[config.mk]
export PLATFORM = sky130hd
export DESIGN_NAME = cmdq_sequencer
export DESIGN_NICKNAME = d
export VERILOG_FILES = /design/src/rtl/cmdq_pkg.sv /design/src/rtl/cmdq_store.sv /design/src/rtl/cmdq_decode.sv /design/src/rtl/cmdq_sequencer.sv
export SDC_FILE = /design/constraint.sdc
export NUM_CORES = 2
export LEC_CHECK = 0
export BUFFER_PORTS_ARGS = -buffer_cell sky130_fd_sc_hd__buf_2
export CORE_UTILIZATION = 54
export DETAILED_ROUTE_END_ITERATION = 12
export PLACE_DENSITY = 0.79
export SLEW_MARGIN = 20
export SYNTH_ARGS = -nofsm -noshare
export SYNTH_HDL_FRONTEND = slang
export SYNTH_SLANG_ARGS = --single-unit
[constraint.sdc]
create_clock -name clk -period 2.88 [get_ports clk]
set_input_delay 0.576 -clock clk [delete_from_list [all_inputs] [get_ports clk]]
set_output_delay 0.576 -clock clk [all_outputs]
set_load 0.01 [all_outputs]
[src/rtl/cmdq_pkg.sv]
// Package: shared constants, opcode and verdict types for the command queue.
// Assumes 32-bit command words with the opcode in the top nibble.
package cmdq_pkg;
    localparam int WORD_W     = 32;
    localparam int KEY_WORDS  = 8;
    localparam int IV_WORDS   = 4;
    localparam int DATA_WORDS = 3;
    localparam int SIV_WORDS  = 1;
    localparam int LEN_W      = 24;
    localparam int ADDR_W     = 48;
    localparam int SIV_ADDR_W = 40;
    localparam int INFO_W     = 8;
    localparam int KEY_W      = KEY_WORDS * WORD_W;
    localparam int IV_W       = IV_WORDS * WORD_W;
    localparam logic [3:0] NEED_NONE = 4'hF;

    typedef enum logic [3:0] {
        OPC_KEY  = 4'h1,
        OPC_IV   = 4'h2,
        OPC_DATA = 4'h5,
        OPC_SIV  = 4'h6,
        OPC_FLAG = 4'h8
    } opcode_e;

    typedef enum logic [2:0] {
        V_WAIT, V_KEY, V_IV, V_DATA, V_SIV, V_FLAG, V_BAD
    } verdict_e;

    // Payload words a key command needs; NEED_NONE marks an unusable length code.
    function automatic logic [3:0] key_need(input logic [2:0] sel, input logic [1:0] code);
        logic [3:0] n;
        if (sel != 3'd0) begin
            n = 4'd0;
        end else begin
            case (code)
                2'd0:    n = 4'd4;
                2'd1:    n = 4'd6;
                2'd2:    n = 4'd8;
                default: n = NEED_NONE;
            endcase
        end
        return n;
    endfunction
endpackage

[src/rtl/cmdq_store.sv]
// Module: cmdq_store
// Staging buffer of DEPTH command words with a write count. Appends go to
// entry [count]; an append at full count is dropped. A clear empties it.
// Assumes push and clr are never high together.
module cmdq_store
    import cmdq_pkg::*;
#(
    parameter int DEPTH = 9,
    localparam int CNT_W = $clog2(DEPTH + 1)
) (
    input  logic                          clk,
    input  logic                          rst_n,
    input  logic                          push,
    input  logic [WORD_W-1:0]             din,
    input  logic                          clr,
    output logic [DEPTH-1:0][WORD_W-1:0]  words,
    output logic [CNT_W-1:0]              count
);
    logic full;
    assign full = (count == CNT_W'(DEPTH));

    // Track the number of buffered words.
    always_ff @(posedge clk) begin
        if (!rst_n)                count <= '0;
        else if (clr)              count <= '0;
        else if (push && !full)    count <= count + 1'b1;
    end

    // One register per entry, written when it is the next free slot.
    for (genvar i = 0; i < DEPTH; i++) begin : g_entry
        always_ff @(posedge clk) begin
            if (!rst_n)
                words[i] <= '0;
            else if (push && !clr && count == CNT_W'(i))
                words[i] <= din;
        end
    end


    count_bound_chk: assert property (@(posedge clk) disable iff (!rst_n)
        count <= CNT_W'(DEPTH));

    full_drop_chk: assert property (@(posedge clk) disable iff (!rst_n)
        (push && full && !clr) |=> (count == CNT_W'(DEPTH)) && $stable(words));
endmodule

[src/rtl/cmdq_decode.sv]
// Module: cmdq_decode
// Combinational decode of the buffered command: decides whether it is
// complete, invalid or still waiting, and extracts every output field.
// Assumes DEPTH >= KEY_WORDS + 1 so the longest key fits.
module cmdq_decode
    import cmdq_pkg::*;
#(
    parameter int DEPTH = 9,
    localparam int CNT_W = $clog2(DEPTH + 1)
) (
    input  logic [DEPTH-1:0][WORD_W-1:0] words,
    input  logic [CNT_W-1:0]             count,
    output verdict_e                     verdict,
    output logic                         key_ctx,
    output logic [2:0]                   key_sel,
    output logic [1:0]                   key_len_code,
    output logic                         key_enc,
    output logic                         key_cbc,
    output logic [KEY_W-1:0]             key_data,
    output logic [1:0]                   iv_ctx,
    output logic [IV_W-1:0]              iv_data,
    output logic                         dat_key_ctx,
    output logic [LEN_W-1:0]             dat_len,
    output logic [ADDR_W-1:0]            dat_src,
    output logic [ADDR_W-1:0]            dat_dst,
    output logic [1:0]                   siv_ctx,
    output logic [SIV_ADDR_W-1:0]        siv_addr,
    output logic                         flag_irq,
    output logic [INFO_W-1:0]            flag_info
);
    logic [WORD_W-1:0] cmd;
    logic [3:0]        need;
    logic [3:0]        need_eff;
    int                have;

    assign cmd          = words[0];
    assign key_ctx      = cmd[27];
    assign key_sel      = cmd[26:24];
    assign key_len_code = cmd[23:22];
    assign key_enc      = cmd[20];
    assign key_cbc      = cmd[16];
    assign need         = key_need(key_sel, key_len_code);
    assign need_eff     = (need == NEED_NONE) ? 4'd0 : need;
    assign have         = int'(count) - 1;

    // Key payload words, zero beyond the length in use.
    for (genvar k = 0; k < KEY_WORDS; k++) begin : g_key
        assign key_data[k*WORD_W +: WORD_W] = (k < int'(need_eff)) ? words[k+1] : '0;
    end

    // IV payload words in arrival order.
    for (genvar k = 0; k < IV_WORDS; k++) begin : g_iv
        assign iv_data[k*WORD_W +: WORD_W] = words[k+1];
    end

    assign iv_ctx      = cmd[27:26];
    assign dat_key_ctx = cmd[27];
    assign dat_len     = cmd[LEN_W-1:0];
    assign dat_src     = {words[1][31:16], words[2]};
    assign dat_dst     = {words[1][15:0],  words[3]};
    assign siv_ctx     = cmd[27:26];
    assign siv_addr    = {cmd[7:0], words[1]};
    assign flag_irq    = cmd[27];
    assign flag_info   = cmd[INFO_W-1:0];

    // Classify the command in entry 0 against the payload present.
    always_comb begin
        verdict = V_WAIT;
        case (opcode_e'(cmd[31:28]))
            OPC_KEY:  if (cmd[17] == 1'b0 && need != NEED_NONE && have >= int'(need))
                          verdict = V_KEY;
            OPC_IV:   if (have >= IV_WORDS)   verdict = V_IV;
            OPC_DATA: if (have >= DATA_WORDS) verdict = V_DATA;
            OPC_SIV:  if (have >= SIV_WORDS)  verdict = V_SIV;
            OPC_FLAG: verdict = V_FLAG;
            default:  verdict = V_BAD;
        endcase
    end
endmodule

[src/rtl/cmdq_sequencer.sv]
// Module: cmdq_sequencer (top)
// Accepts command words, evaluates the buffered command one cycle after each
// accepted word, issues one-cycle strobes or holds descriptors until accepted,
// and empties the buffer when a command completes.
// Assumes downstream readiness is sampled only while the matching valid is high.
module cmdq_sequencer
    import cmdq_pkg::*;
#(
    parameter int DEPTH = 9
) (
    input  logic                    clk,
    input  logic                    rst_n,
    input  logic                    wr_valid,
    input  logic [WORD_W-1:0]       wr_data,
    output logic                    wr_ready,
    output logic                    key_stb,
    output logic                    key_ctx,
    output logic [2:0]              key_sel,
    output logic [1:0]              key_len_code,
    output logic                    key_enc,
    output logic                    key_cbc,
    output logic [KEY_W-1:0]        key_data,
    output logic                    iv_stb,
    output logic [1:0]              iv_ctx,
    output logic [IV_W-1:0]         iv_data,
    output logic                    flag_stb,
    output logic                    flag_irq,
    output logic [INFO_W-1:0]       flag_info,
    output logic                    bad_cmd_stb,
    output logic                    dat_valid,
    input  logic                    dat_ready,
    output logic                    dat_key_ctx,
    output logic [LEN_W-1:0]        dat_len,
    output logic [ADDR_W-1:0]       dat_src,
    output logic [ADDR_W-1:0]       dat_dst,
    output logic                    siv_valid,
    input  logic                    siv_ready,
    output logic [1:0]              siv_ctx,
    output logic [SIV_ADDR_W-1:0]   siv_addr
);
    localparam int CNT_W = $clog2(DEPTH + 1);

    logic [DEPTH-1:0][WORD_W-1:0] words;
    logic [CNT_W-1:0]             count;
    logic                         push, clr, eval_q;
    verdict_e                     verdict;

    logic                  d_key_ctx, d_key_enc, d_key_cbc;
    logic [2:0]            d_key_sel;
    logic [1:0]            d_key_len_code, d_iv_ctx, d_siv_ctx;
    logic [KEY_W-1:0]      d_key_data;
    logic [IV_W-1:0]       d_iv_data;
    logic                  d_dat_key_ctx, d_flag_irq;
    logic [LEN_W-1:0]      d_dat_len;
    logic [ADDR_W-1:0]     d_dat_src, d_dat_dst;
    logic [SIV_ADDR_W-1:0] d_siv_addr;
    logic [INFO_W-1:0]     d_flag_info;

    logic fire_key, fire_iv, fire_dat, fire_siv, fire_flag, fire_bad;
    logic dat_take, siv_take;

    assign wr_ready  = !eval_q && !dat_valid && !siv_valid;
    assign push      = wr_valid && wr_ready;
    assign fire_key  = eval_q && verdict == V_KEY;
    assign fire_iv   = eval_q && verdict == V_IV;
    assign fire_dat  = eval_q && verdict == V_DATA;
    assign fire_siv  = eval_q && verdict == V_SIV;
    assign fire_flag = eval_q && verdict == V_FLAG;
    assign fire_bad  = eval_q && verdict == V_BAD;
    assign dat_take  = dat_valid && dat_ready;
    assign siv_take  = siv_valid && siv_ready;
    assign clr       = fire_key || fire_iv || fire_flag || dat_take || siv_take;

    cmdq_store #(.DEPTH(DEPTH)) i_store (
        .clk   (clk),
        .rst_n (rst_n),
        .push  (push),
        .din   (wr_data),
        .clr   (clr),
        .words (words),
        .count (count)
    );

    cmdq_decode #(.DEPTH(DEPTH)) i_decode (
        .words        (words),
        .count        (count),
        .verdict      (verdict),
        .key_ctx      (d_key_ctx),
        .key_sel      (d_key_sel),
        .key_len_code (d_key_len_code),
        .key_enc      (d_key_enc),
        .key_cbc      (d_key_cbc),
        .key_data     (d_key_data),
        .iv_ctx       (d_iv_ctx),
        .iv_data      (d_iv_data),
        .dat_key_ctx  (d_dat_key_ctx),
        .dat_len      (d_dat_len),
        .dat_src      (d_dat_src),
        .dat_dst      (d_dat_dst),
        .siv_ctx      (d_siv_ctx),
        .siv_addr     (d_siv_addr),
        .flag_irq     (d_flag_irq),
        .flag_info    (d_flag_info)
    );

    // Schedule an evaluation in the cycle after every accepted word.
    always_ff @(posedge clk) begin
        if (!rst_n) eval_q <= 1'b0;
        else        eval_q <= push;
    end

    // One-cycle strobes for the commands that complete in place.
    always_ff @(posedge clk) begin
        if (!rst_n) begin
            key_stb     <= 1'b0;
            iv_stb      <= 1'b0;
            flag_stb    <= 1'b0;
            bad_cmd_stb <= 1'b0;
        end else begin
            key_stb     <= fire_key;
            iv_stb      <= fire_iv;
            flag_stb    <= fire_flag;
            bad_cmd_stb <= fire_bad;
        end
    end

    // Capture key fields when a key command completes.
    always_ff @(posedge clk) begin
        if (!rst_n) begin
            key_ctx <= 1'b0; key_sel <= '0; key_len_code <= '0;
            key_enc <= 1'b0; key_cbc <= 1'b0; key_data <= '0;
        end else if (fire_key) begin
            key_ctx <= d_key_ctx; key_sel <= d_key_sel; key_len_code <= d_key_len_code;
            key_enc <= d_key_enc; key_cbc <= d_key_cbc; key_data <= d_key_data;
        end
    end

    // Capture IV and flag fields when those commands complete.
    always_ff @(posedge clk) begin
        if (!rst_n) begin
            iv_ctx <= '0; iv_data <= '0; flag_irq <= 1'b0; flag_info <= '0;
        end else begin
            if (fire_iv)   begin iv_ctx <= d_iv_ctx; iv_data <= d_iv_data; end
            if (fire_flag) begin flag_irq <= d_flag_irq; flag_info <= d_flag_info; end
        end
    end

    // Data descriptor: raise on completion, drop on acceptance.
    always_ff @(posedge clk) begin
        if (!rst_n) begin
            dat_valid <= 1'b0; dat_key_ctx <= 1'b0; dat_len <= '0;
            dat_src <= '0; dat_dst <= '0;
        end else if (fire_dat) begin
            dat_valid <= 1'b1; dat_key_ctx <= d_dat_key_ctx; dat_len <= d_dat_len;
            dat_src <= d_dat_src; dat_dst <= d_dat_dst;
        end else if (dat_take) begin
            dat_valid <= 1'b0;
        end
    end

    // Store-IV descriptor: raise on completion, drop on acceptance.
    always_ff @(posedge clk) begin
        if (!rst_n) begin
            siv_valid <= 1'b0; siv_ctx <= '0; siv_addr <= '0;
        end else if (fire_siv) begin
            siv_valid <= 1'b1; siv_ctx <= d_siv_ctx; siv_addr <= d_siv_addr;
        end else if (siv_take) begin
            siv_valid <= 1'b0;
        end
    end


    dat_hold_chk: assert property (@(posedge clk) disable iff (!rst_n)
        (dat_valid && !dat_ready) |=> dat_valid && $stable(dat_src) && $stable(dat_dst)
                                      && $stable(dat_len) && $stable(dat_key_ctx));

    siv_hold_chk: assert property (@(posedge clk) disable iff (!rst_n)
        (siv_valid && !siv_ready) |=> siv_valid && $stable(siv_addr) && $stable(siv_ctx));

    wr_block_chk: assert property (@(posedge clk) disable iff (!rst_n)
        (dat_valid || siv_valid) |-> !wr_ready);

    strobe_onehot_chk: assert property (@(posedge clk) disable iff (!rst_n)
        $onehot0({key_stb, iv_stb, flag_stb, bad_cmd_stb, dat_valid, siv_valid}));

    strobe_pulse_chk: assert property (@(posedge clk) disable iff (!rst_n)
        (key_stb || iv_stb || flag_stb || bad_cmd_stb) |=> !(key_stb || iv_stb || flag_stb || bad_cmd_stb));

    clear_after_stb_chk: assert property (@(posedge clk) disable iff (!rst_n)
        (key_stb || iv_stb || flag_stb) |-> count == '0);

    wait_keeps_chk: assert property (@(posedge clk) disable iff (!rst_n)
        (eval_q && verdict == V_WAIT) |=> count == $past(count));

    bad_keeps_chk: assert property (@(posedge clk) disable iff (!rst_n)
        (eval_q && verdict == V_BAD) |=> count == $past(count) && bad_cmd_stb);
endmodule

Word-level counts from Yosys, hierarchy flattened. Cells that the tools add are included.

Word-level logic and storage cells: 132. Register bits: 865. Output and inout bits: 573. Input port bits: 37.

Reductions and logical operators: 39. Bitwise logic cells: 2. Mux-type cells: 20. $lt $le $gt $ge: 12. Equality and inequality tests: 24. $add $sub $neg: 2.

Operators by type and width (number): 2-to-1 mux 32 bit (8); greater-or-equal comparator 32 x 2 -> 1 bit (second input constant) (1); greater-or-equal comparator 32 x 3 -> 1 bit (second input constant) (1); greater-or-equal comparator 32 x 4 -> 1 bit (second input constant) (1); greater-or-equal comparator 32 x 5 -> 1 bit (1); equality test 4 x 3 -> 1 bit (second input constant) (6); logical AND 1 bit (24); equality test 4 bit (second input constant) (4); < comparator 3 x 4 -> 1 bit (first input constant) (4); case mux 3 bit (5 select lines) (1); equality test 4 x 2 -> 1 bit (second input constant) (3); case mux 4 bit (3 select lines) (1); equality test 3 bit (second input constant) (3); equality test 4 x 1 -> 1 bit (second input constant) (2); < comparator 1 x 4 -> 1 bit (first input constant) (2); < comparator 2 x 4 -> 1 bit (first input constant) (2); 2-to-1 mux 4 bit (2); equality test 3 x 2 -> 1 bit (second input constant) (2); zero test 1 bit (5); 2-to-1 mux 1 bit (5); subtractor 4 x 1 -> 5 bit (second input constant) (1); adder 4 x 1 -> 4 bit (second input constant) (1); zero test 4 bit (1); logical OR 1 bit (4); 11 further kinds (14).

Depth between registers and ports, before layout.
Word-level depth: 17. Mapped depth: 11. Depth with buffers taken out: 9.

Modules after synthesis. A second synthesis with hierarchy kept.

Cells, all modules: 4143. Area total of the unflattened synthesis: 37831.3 µm².

By module, submodules not included: cmdq_sequencer (area an instance 22701.8 µm², times used 1, cells an instance 2483); cmdq_store (area an instance 10669.0 µm², times used 1, cells an instance 1003); cmdq_decode (area an instance 4460.5 µm², times used 1, cells an instance 657).

Worst setup path after synthesis. No wires, ideal clock.

Path kind: register -> register. Start: reg i_store.words[26] (netlist bit). End: reg key_data[132]. Data required time: 2.763 ns. Slack: 0.357 ns. Cell stages (with the launch flop): 12. Arrival: 2.406 ns. Period minus slack after synthesis: 2.523 ns. Buffers on the path: 2. Cell sequence: dfxtp_1 -> nor3_1 -> and3_1 -> ha_1 -> nand2b_1 -> a211oi_1 -> o21bai_1 -> and3_4 -> a21boi_1 -> buf_4 -> buf_6 -> a22o_1.

Word-level cells in the longest chain between the ends: 9. Elaborated cells between the ends (all ways): 14. Those cells by class: order compare: 2; eq/ne: 3; mux: 5; reduce/logical: 4.

RTL lines: start, declared (line cmdq_store.sv:16) `output logic [DEPTH-1:0][WORD_W-1:0] words,`; start signal, assigned by index (line cmdq_store.sv:35) `words[i] <= din;`; nonzero test 3 bit * (line cmdq_pkg.sv:32) `if (sel != 3'd0) begin`; 2-to-1 mux 4 bit * (line cmdq_pkg.sv:32); branches (longest 7 deep; another with greater-or-equal comparator 32 x 5 -> 1 bit); end signal, assigned (line cmdq_sequencer.sv:134) `key_enc <= d_key_enc; key_cbc <= d_key_cbc; key_data <= d_key_data;`; end, declared (line cmdq_sequencer.sv:22) `output logic [KEY_W-1:0] key_data,`.

Mark *: on every way between the ends. A chain may end at the register's enable or synchronous reset.

==> out/qor.txt <==
result of the run -> complete, no violations
Num CTS Buffers -> 84
global-route wire length before repair -> 147,000 um
proportion of netlist area held by the largest area contributor -> 58.7%
share of flip-flops with an asynchronous set or reset after synthesis -> 0%
endpoint required time on the critical path -> 3.42 ns
Min-Delay Startpoint -> dat_ready
Root Buffer -> clkbuf_16
Synth area leader -> dfxtp_1
post-synthesis sequential element count -> 865
average routed wire per standard cell -> 22.5 um
cells on worst reg2reg path -> 10
endpoint of the worst-slack reg-to-reg timing path -> key_data[149]
syn nets -> 3,311
leading cell types by total area after synthesis -> dfxtp_1 59%, nand2_1 13%, a22o_1 7.6%
GPL Wtd Cong -> 0.887
terminating pin of the worst hold path -> dat_valid
period utilisation layout -> 95.4%
buffers from clock root to sink, at most -> 3
YS warnings -> 0
Worst R2R Setup Slack -> 0.13 ns
I/O pin cnt -> 610
core footprint -> 53,900 sq um
type of the worst min-delay path -> input port to flip-flop
Final nets -> 3,781
critical path class -> flip-flop to flip-flop
Avg Synthesized Cell Area -> 9.04 sq um
Die X -> 236 um
worst r2r src -> i_store.count[0]
number of sinks driven by the clock tree -> 865
CTS hold repair buffers -> 0
initial antenna violation count -> 2
total of max-cap violations -> 0
clock-pin slew of the registers on the worst-case setup and hold paths -> 0.06 ns
total setup violations reported at the end of the flow -> 0
Clock Skews -> 0.0172 ns
maximum fanout along the worst path -> 41
transition time at the pin with the least slew margin -> 0.983 ns
worst slew margin relative to its limit -> 34.5%
worst vdd ir -> 0.508 mV
half-perimeter wire length after detailed placement -> 63,600 um
total number of vias -> 25,964
highest clock rate -> 364 MHz
first-pass iteration count of the detailed router -> 6
endpoint class of the critical path -> flip-flop
maximum number of pins on one net before global-route repair -> 172
final-report max-slew violation count -> 0
synth unique cells -> 46
ratio of cells with drive above 1 in the final layout -> 21.8%
count of flip-flops with a built-in enable after synthesis -> 0
final-report hold violation count -> 0
Static Leak -> 0.0147 uW
summed instance area of the synthesized netlist -> 29,500 sq um
die area -> 55,600 sq um
count of cells along the worst hold path -> 3
number of cell rows -> 85
via count of the first global-routing pass -> 23,364
library cell with the highest instance count after synthesis -> nand2_1
number of remaining DRC errors -> 0
cell area power density -> 703 nW/um^2
remaining antenna violation count -> 0
power after layout -> 25,100 uW
port buffer count -> 609
top flip-flop cell by instance count after synthesis -> dfxtp_1
sequential area share after synthesis -> 58.7%
most common library cells after synthesis -> 984 x nand2_1, 865 x dfxtp_1, 422 x a21oi_1
final core utilization -> 66.2%
wire length reported by the detailed router -> 101,000 um
diode insertion count for antenna repair -> 0
post-layout min period -> 2.75 ns
effective utilization at floorplan -> 54.7%
Worst Setup Start Kind -> flip-flop
level count of the clock H-tree -> 3
Iter 0 DRT Violations -> 2,688
floorplan die height -> 236 um
vias per cell -> 5.77
GR Util All Layers -> 35.0%
Remaining Overflow, GRT -> 0
TritonCTS clock tree -> built
gate count of the mapped netlist -> 3,264
area delta synth->final -> 21.1%
clock latency of the later-clocked register in the worst-skew pair -> 0.62 ns
Arr. time, crit path -> 3.29 ns
==> registers in the layout, indices dropped and copies added (netlist names), 2 cells and up <==
register,count
flag_info,8
i_store.count,4
siv_ctx,2
siv_addr,40
dat_len,24
dat_src,48
dat_dst,48
key_sel,3
key_data,256
iv_ctx,2
key_len_code,2
i_store.words,288
iv_data,128
==> cells by family after synthesis <==
| group | Yosys count | synth area share [%] |
|---|---|---|
| buf+inv | 302 | 5.05 |
| fa+ha+maj | 10 | 0.424 |
| flops | 865 | 58.7 |
| xor+xnor | 6 | 0.178 |
| mux | 59 | 2.00 |
| compound gates | 814 | 17.3 |
| simple gates | 1208 | 16.4 |
==> power by group <==
part | switching [uW] | internal (uW)
registers | 244 | 12200
clock network | 4590 | 6580
logic | 1130 | 433
==> metrics by stage <==
| step | TNS (ns) | hold slack, ns | setup WS [ns] | area, sq um | instances |
|---|---|---|---|---|---|
| final | 0 | 0.265 | 0.132 | 35700 | 4496 |
| after detailed placement | 0 | 0.443 | 0.0550 | 32800 | 4340 |
| after floorplan | 0 | 0.429 | 0.357 | 29500 | 3264 |
| after global routing | -0.00186 | 0.294 | -0.00186 | 35700 | 4496 |
| after global placement | 0 | 0.434 | 0.126 | 32800 | 4340 |
| after CTS | 0 | 0.228 | 0.0225 | 35700 | 4492 |
==> metal layers <==
metal	wire length [um]	global-route usage (%)	up-vias
li1	-	-	11916
met1	39900	46.7	12287
met2	44800	53.0	1525
met3	11200	7.47	236
met4	5400	19.0	0
met5	0	0	-
==> worst max-delay path by stage <==
stage,endpoint,cells past startpoint,from,slack (ns)
floorplan,key_data[132],11,i_store.words[26],0.36
global placement,key_data[132],10,i_store.words[26],0.13
detailed placement,key_data[140],10,i_store.count[0],0.06
CTS,key_data[149],10,i_store.count[0],0.02
global route,key_data[119],11,i_store.words[26],-0.002
finish,key_data[149],10,i_store.count[0],0.13
==> cell usage in the layout (no fill, tap or decap), drive strengths merged, types with 2 or more instances in the layout <==
cell,synthesis,layout
nand2,984,984
nand2b,5,5
clkbuf,182,124
and3,6,6
a21o,2,2
clkinv,0,16
and2,8,8
a22o,256,256
nor2b,3,4
xor2,5,5
nor2,62,62
nand3,127,127
or3b,2,2
buf,114,676
nor3,5,5
ha,10,10
dfxtp,865,865
mux2i,59,59
o21ai,122,122
bufinv,0,7
a21oi,422,422
a21boi,1,2
clkinvlp,0,5
nor4b,3,3
inv,6,8
o22a,2,2
==> repair_timing <==
action | in CTS | in global routing
setup buffers | 0 | 1
gates resized for setup | 0 | 3
endpoints found under the hold margin | 0 | 0
setup endpoints to repair | 0 | 125
==> final cells by class <==
cell class              instances  area, sq um
flip-flops and latches        865        17300
inverters                       6         30.0
repair buffers                678         3900
fillers                      4231        18200
multi-input cells            2099        10800
clock buffers                 122         2460
well taps                     696          871
clock inverters                30          368
==> critical path, cell delays in order, from the launching register on <==
cell and delay (ns):
dfxtp_1 0.33, inv_1 0.10, ha_1 0.27, xor2_1 0.16, ha_1 0.28, o21ai_0 0.07, o21bai_1 0.18, and3_4 0.29
a21boi_4 0.50, buf_12 0.29, a22o_1 0.18
Power figures use the tool's default switching activity.
